===== config.mk =====
export PLATFORM = sky130hd
export DESIGN_NAME = crit_match_sched
export DESIGN_NICKNAME = d
export VERILOG_FILES = /design/src/rtl/xs_pkg.sv /design/src/rtl/xs_rst_sync.sv /design/src/rtl/xs_sink_find.sv /design/src/rtl/xs_pick.sv /design/src/rtl/xs_ctrl.sv /design/src/rtl/crit_match_sched.sv
export SDC_FILE = /design/constraint.sdc
export NUM_CORES = 1
export LEC_CHECK = 0
export BUFFER_PORTS_ARGS = -buffer_cell sky130_fd_sc_hd__buf_2
export CAP_MARGIN = 20
export CORE_MARGIN = 1
export CORE_UTILIZATION = 60
export CTS_CLUSTER_DIAMETER = 200
export CTS_CLUSTER_SIZE = 10
export DETAILED_ROUTE_END_ITERATION = 8
export GPL_ROUTABILITY_DRIVEN = 0
export PLACE_DENSITY = 0.91
export RECOVER_POWER = 100
export SYNTH_ARGS = -nofsm -noshare
export SYNTH_HDL_FRONTEND = slang
export SYNTH_HIERARCHICAL = 1
export SYNTH_SLANG_ARGS = --single-unit

===== constraint.sdc =====
create_clock -name clk -period 12.21 [get_ports clk]
set_clock_uncertainty 0.2 [all_clocks]
set_input_delay 1.8315 -clock clk [delete_from_list [all_inputs] [get_ports clk]]
set_output_delay 1.8315 -clock clk [all_outputs]
set_load 0.005 [all_outputs]

===== src/rtl/xs_pkg.sv =====
package xs_pkg;
  typedef enum logic {
    XS_IDLE = 1'b0,
    XS_RUN  = 1'b1
  } xs_run_e;
endpackage


===== src/rtl/xs_rst_sync.sv =====
module xs_rst_sync (
  input  logic clk,
  input  logic rst_n,
  output logic rst_q_n
);
  logic [1:0] sync_q;

  always_ff @(posedge clk or negedge rst_n) begin
    if (!rst_n) begin
      sync_q <= 2'b00;
    end else begin
      sync_q <= {sync_q[0], 1'b1};
    end
  end

  assign rst_q_n = sync_q[1];
endmodule


===== src/rtl/xs_sink_find.sv =====
module xs_sink_find #(
  parameter int N  = 4,
  parameter int RW = 4
) (
  input  logic [N*N-1:0]         live,
  input  logic [N*N-1:0][RW-1:0] in_r,
  input  logic [N*N-1:0][RW-1:0] out_r,
  output logic [N*N-1:0]         sink
);
  for (genvar gi = 0; gi < N; gi++) begin : g_row
    for (genvar gj = 0; gj < N; gj++) begin : g_col
      logic blk;

      // a cell is blocked by any live cell ahead of it in either list
      always_comb begin
        blk = 1'b0;
        for (int k = 0; k < N; k++) begin
          if (k != gj && live[gi*N+k] && (in_r[gi*N+k] < in_r[gi*N+gj])) begin
            blk = 1'b1;
          end
          if (k != gi && live[k*N+gj] && (out_r[k*N+gj] < out_r[gi*N+gj])) begin
            blk = 1'b1;
          end
        end
      end

      assign sink[gi*N+gj] = live[gi*N+gj] & ~blk;
    end
  end
endmodule


===== src/rtl/xs_pick.sv =====
module xs_pick #(
  parameter int N = 4
) (
  input  logic [N*N-1:0] sink,
  output logic           pick_vld,
  output logic [N*N-1:0] pick_cell,
  output logic [N-1:0]   pick_in,
  output logic [N-1:0]   pick_out
);
  // scan inputs from 0 upward, then outputs within the input
  always_comb begin
    pick_vld  = 1'b0;
    pick_cell = '0;
    pick_in   = '0;
    pick_out  = '0;
    for (int i = 0; i < N; i++) begin
      for (int j = 0; j < N; j++) begin
        if (!pick_vld && sink[i*N+j]) begin
          pick_vld       = 1'b1;
          pick_cell[i*N+j] = 1'b1;
          pick_in[i]     = 1'b1;
          pick_out[j]    = 1'b1;
        end
      end
    end
  end
endmodule


===== src/rtl/xs_ctrl.sv =====
module xs_ctrl
  import xs_pkg::*;
#(
  parameter int N  = 4,
  parameter int RW = 4
) (
  input  logic                   clk,
  input  logic                   rst_n,
  input  logic                   start,
  input  logic                   phase_sel,
  input  logic [N*N-1:0]         act_in,
  input  logic [N*N-1:0][RW-1:0] in_r_in,
  input  logic [N*N-1:0][RW-1:0] out_r_in,
  input  logic                   pick_vld,
  input  logic [N*N-1:0]         pick_cell,
  input  logic [N-1:0]           pick_in,
  input  logic [N-1:0]           pick_out,
  output logic [N*N-1:0]         live_q,
  output logic [N*N-1:0][RW-1:0] in_r_q,
  output logic [N*N-1:0][RW-1:0] out_r_q,
  output logic [N*N-1:0]         gnt_q,
  output logic                   phase_q,
  output logic                   busy_q,
  output logic                   done_q
);
  localparam int IW = $clog2(N + 1);
  localparam logic [IW-1:0] LAST_ITER = IW'(N - 1);

  xs_run_e           st_q, st_n;
  logic [IW-1:0]     iter_q, iter_n;
  logic [N*N-1:0]    live_n, gnt_n, kill;
  logic              phase_n, done_n;
  logic              cap_en;

  for (genvar gc = 0; gc < N*N; gc++) begin : g_kill
    assign kill[gc] = pick_in[gc / N] | pick_out[gc % N];
  end

  assign cap_en = start;

  always_comb begin
    st_n    = st_q;
    iter_n  = iter_q;
    live_n  = live_q;
    gnt_n   = gnt_q;
    phase_n = phase_q;
    done_n  = 1'b0;
    if (start) begin
      st_n    = XS_RUN;
      iter_n  = '0;
      live_n  = act_in;
      gnt_n   = '0;
      phase_n = phase_sel;
    end else if (st_q == XS_RUN) begin
      if (pick_vld) begin
        gnt_n  = gnt_q | pick_cell;
        live_n = live_q & ~kill;
        iter_n = iter_q + 1'b1;
        if (iter_q == LAST_ITER) begin
          st_n   = XS_IDLE;
          done_n = 1'b1;
        end
      end else begin
        st_n   = XS_IDLE;
        done_n = 1'b1;
      end
    end
  end

  always_ff @(posedge clk or negedge rst_n) begin
    if (!rst_n) begin
      st_q    <= XS_IDLE;
      iter_q  <= '0;
      live_q  <= '0;
      gnt_q   <= '0;
      phase_q <= 1'b0;
      done_q  <= 1'b0;
    end else begin
      st_q    <= st_n;
      iter_q  <= iter_n;
      live_q  <= live_n;
      gnt_q   <= gnt_n;
      phase_q <= phase_n;
      done_q  <= done_n;
    end
  end

  // rank snapshot, loaded only on start
  always_ff @(posedge clk or negedge rst_n) begin
    if (!rst_n) begin
      in_r_q  <= '0;
      out_r_q <= '0;
    end else if (cap_en) begin
      in_r_q  <= in_r_in;
      out_r_q <= out_r_in;
    end
  end

  assign busy_q = (st_q == XS_RUN);
endmodule


===== src/rtl/crit_match_sched.sv =====
module crit_match_sched #(
  parameter int N  = 4,
  parameter int RW = 4,
  parameter int SW = 6
) (
  input  logic              clk,
  input  logic              rst_n,
  input  logic              start,
  input  logic              phase_sel,
  input  logic [N*N-1:0]    cell_vld,
  input  logic [N*N*SW-1:0] cell_slack,
  input  logic [N*N*RW-1:0] in_rank,
  input  logic [N*N*RW-1:0] out_rank,
  output logic [N*N-1:0]    gnt_oh,
  output logic [N-1:0]      gnt_vld,
  output logic              gnt_phase,
  output logic              done,
  output logic              busy
);
  logic                   rst_q_n;
  logic [N*N-1:0]         act_in, live_q, sink, pick_cell, gnt_q;
  logic [N*N-1:0][RW-1:0] in_r_in, out_r_in, in_r_q, out_r_q;
  logic                   pick_vld;
  logic [N-1:0]           pick_in, pick_out;

  xs_rst_sync i_rst (
    .clk     (clk),
    .rst_n   (rst_n),
    .rst_q_n (rst_q_n)
  );

  for (genvar gc = 0; gc < N*N; gc++) begin : g_cell
    assign act_in[gc]   = cell_vld[gc] && (cell_slack[gc*SW +: SW] == '0);
    assign in_r_in[gc]  = in_rank[gc*RW +: RW];
    assign out_r_in[gc] = out_rank[gc*RW +: RW];
  end

  xs_sink_find #(.N(N), .RW(RW)) i_sink (
    .live  (live_q),
    .in_r  (in_r_q),
    .out_r (out_r_q),
    .sink  (sink)
  );

  xs_pick #(.N(N)) i_pick (
    .sink      (sink),
    .pick_vld  (pick_vld),
    .pick_cell (pick_cell),
    .pick_in   (pick_in),
    .pick_out  (pick_out)
  );

  xs_ctrl #(.N(N), .RW(RW)) i_ctrl (
    .clk       (clk),
    .rst_n     (rst_q_n),
    .start     (start),
    .phase_sel (phase_sel),
    .act_in    (act_in),
    .in_r_in   (in_r_in),
    .out_r_in  (out_r_in),
    .pick_vld  (pick_vld),
    .pick_cell (pick_cell),
    .pick_in   (pick_in),
    .pick_out  (pick_out),
    .live_q    (live_q),
    .in_r_q    (in_r_q),
    .out_r_q   (out_r_q),
    .gnt_q     (gnt_q),
    .phase_q   (gnt_phase),
    .busy_q    (busy),
    .done_q    (done)
  );

  for (genvar gi = 0; gi < N; gi++) begin : g_in
    assign gnt_vld[gi] = |gnt_q[gi*N +: N];
  end

  assign gnt_oh = gnt_q;
endmodule


==> reports/metrics.csv <==
metric,value,unit
status,"complete, but fails checks",
failed_checks,"capacitance limit, slew limit",
startpoint_type,input port,
root_buffer,clkbuf_16,
rsz0062_at_grt,no,
synth_area,0.0122,mm²
grt_pass1_vias,10900,
initial_utilization,61.9,%
swShare,32.5,%
die-height,145,µm
postCtsHoldBufs,0,
relSlewSlack,-184,%
ys.flop_type,dfrtp_1,
slew_violations,307,
cts_sinks,168,
die-width,145,µm
synth_edf_count,0,
hold_path_class,register to register,
cts_tree,built,
worst_pin_slew,4.26,ns
power_frac_comb,26.0,%
drt_iter0_markers,1018,
grt_max_degree,94,
mostFrequentLayoutCells,"244 x buf_2, 194 x ha_1, 168 x dfrtp_1, 131 x inv_1, 127 x mux2_2",
synth_nets,1611,
antenna_left,0,
setup_viol,0,
finalHoldViolCount,0,
portBuffers,266,
critical_path.max_fanout,93,
max_stage_delay,2.91,ns
vias_per_cell,6.36,
path_cells,"clkbuf_1, clkbuf_1, buf_12, mux2_2",
ys_ff_latch,168,
grt.overflow.total,0,
fin_hold_ws,0.150,ns
vias,10900,
drv_cap,5,
cts-buffers-inserted,17,
ios,267,
hpwl,27100,µm
crit_slowest_cell,clkbuf_1,
path_class,input port to register,
layout-drive-gt1-share,30.2,%
route.detailed.drc,0,
critPathRequiredTime,12.33,ns
period_minus_slack,7.20,ns
crit_top_cell,clkbuf_1,
post_drt_wl_per_cell,20.8,µm
grt_antenna_before_repair,1,
stdcell_area,0.0142,mm²
final_common_cell,buf_2,
fp-row-count,51,
p_per_area,116,mW/mm²
htree_levels,4,
fin_tns_setup,0,ns
arrival,7.32,ns
core,0.0197,mm²
fin_crit_sh,59.0,%
cts_resized,0,
cts_max_path_buffers,2,
post_dp_cell_area,0.0136,mm²
post-cts-setup-buffers,0,
nets,1874,
finalWirelength,35600,µm
yosysSeqAreaShare,34.5,%
synth_cell_types,57,
p_leak,0.00683,µW
yosysWarnings,6,
clkPwrFrac,33.8,%
first_pass_iters,6,
path_clk_slew,0.06,ns
clock_latency,0.44,ns
ys_async_sr_fraction,100,%
netSwitchingPower,534,µW
seqPwrFrac,40.2,%
grt_first_pass_wirelength,55600,µm
die_area,0.0209,mm²
layout-area-overhead-vs-synth,16.4,%
vdd.ir_drop.worst,0.0953,mV
end_kind,register,
cellInternalPower,1110,µW
netlist_instances,1173,
synth.avg_cell_area,10.4,µm²
total_power,1640,µW
grtUsageTotal,35.2,%
fmax,139,MHz
==> cell usage after synthesis, drive strengths merged (3+ instances only) <==
master   instances  area [µm²]
ha             194        2430
dfrtp          168        4200
inv            131         492
mux2           129        1450
a21oi           92         460
o211ai          54         415
nand2           50         188
nand4           50         319
nor2b           48         308
a31oi           34         213
nand3           29         145
nor2            26        97.6
nor4            23         257
buf             20         183
a22o            16         140
o21ai           16        80.1
or4b            16         160
and3             9        57.6
clkbuf           9        93.8
nor3             7        57.6
and2b            5        37.5
and4             5        43.8
or4              5        37.5
nand4b           4        35.0
a311oi           3        32.5
nor3b            3        27.5
nor4b            3        26.3
o2111ai          3        26.3
==> routing by layer <==
layer | routed length, µm | global-route usage [%] | vias up | part of all wire (%)
met5 | 0 | 0 | - | 0
li1 | - | - | 4918 | -
met1 | 13700 | 42.1 | 5166 | 38
met3 | 3370 | 8.41 | 160 | 9.5
met4 | 2040 | 21.3 | 0 | 5.7
met2 | 16500 | 57.5 | 661 | 46
==> path summary, 6_finish.rpt <==
kind | from | to | slack, ns | cells after the start
min in group asynchronous | i_rst/sync_q[1] | i_ctrl/out_r_q[22] | 0.74 | 0
worst max-delay path | start | i_ctrl/out_r_q[46] | 5.01 | 4
max in group asynchronous | i_rst/sync_q[1] | i_ctrl/out_r_q[15] | 7.14 | 1
worst max register to register | i_rst/sync_q[1] | i_ctrl/out_r_q[15] | 7.14 | 1
worst min-delay path | i_rst/sync_q[0] | i_rst/sync_q[1] | 0.15 | 0
worst min register to register | i_rst/sync_q[0] | i_rst/sync_q[1] | 0.15 | 0
==> per-stage QoR <==
step	util, %	std cells	setup WS [ns]
2_1_floorplan	-	1173	6.98
3_3_place_gp	69.1	1680	8.09
3_5_place_dp	69.1	1680	8.05
4_1_cts	72.2	1712	8.39
5_1_grt	72.0	1715	4.62
6_report	72.0	1715	5.01
==> worst max-delay path, delay by kind of cell <==
kind,cells,cell delay (ns)
buffers and inverters,3,5.00
multiplexers,1,0.38
==> power by group through the flow <==
stage	Sequential [µW]	Clock, µW	Combinational, µW
after global routing	664	582	476
after CTS	657	559	415
after global placement	663	0	372
final	659	555	427
after detailed placement	667	0	405
after floorplan	649	0	285
==> logic make-up (layout without fill, tap and decap cells) <==
kind of cell | count (synthesis) | in the layout | synth area share [%]
other | 1 | 2 | 0.0307
buffers and inverters | 160 | 436 | 6.30
AO/OA/AOI/OAI | 235 | 235 | 12.5
AND/OR/NAND/NOR | 286 | 286 | 14.9
flip-flops | 168 | 168 | 34.5
adder cells (fa/ha/maj) | 194 | 194 | 19.9
multiplexers | 129 | 129 | 11.9
==> area by class of cell <==
cell class	instances	area, µm²
multi-input cells	845	7220
fillers	1380	5510
flip-flops and latches	168	4200
repair buffers	273	1360
inverters	131	492
clock buffers	18	439
well taps	265	332
clock inverters	14	160
diodes	1	2.50
==> registers in the layout, summed over array words and instances (netlist names) <==
name,cells
i_ctrl/in_r_q,64
i_ctrl/out_r_q,64
i_ctrl/gnt_q,16
i_ctrl/live_q,16
i_ctrl/iter_q,3
i_rst/sync_q,2
i_ctrl/busy_q,1
i_ctrl/done_q,1
i_ctrl/phase_q,1
No activity file was read; power rests on OpenSTA's default activity.
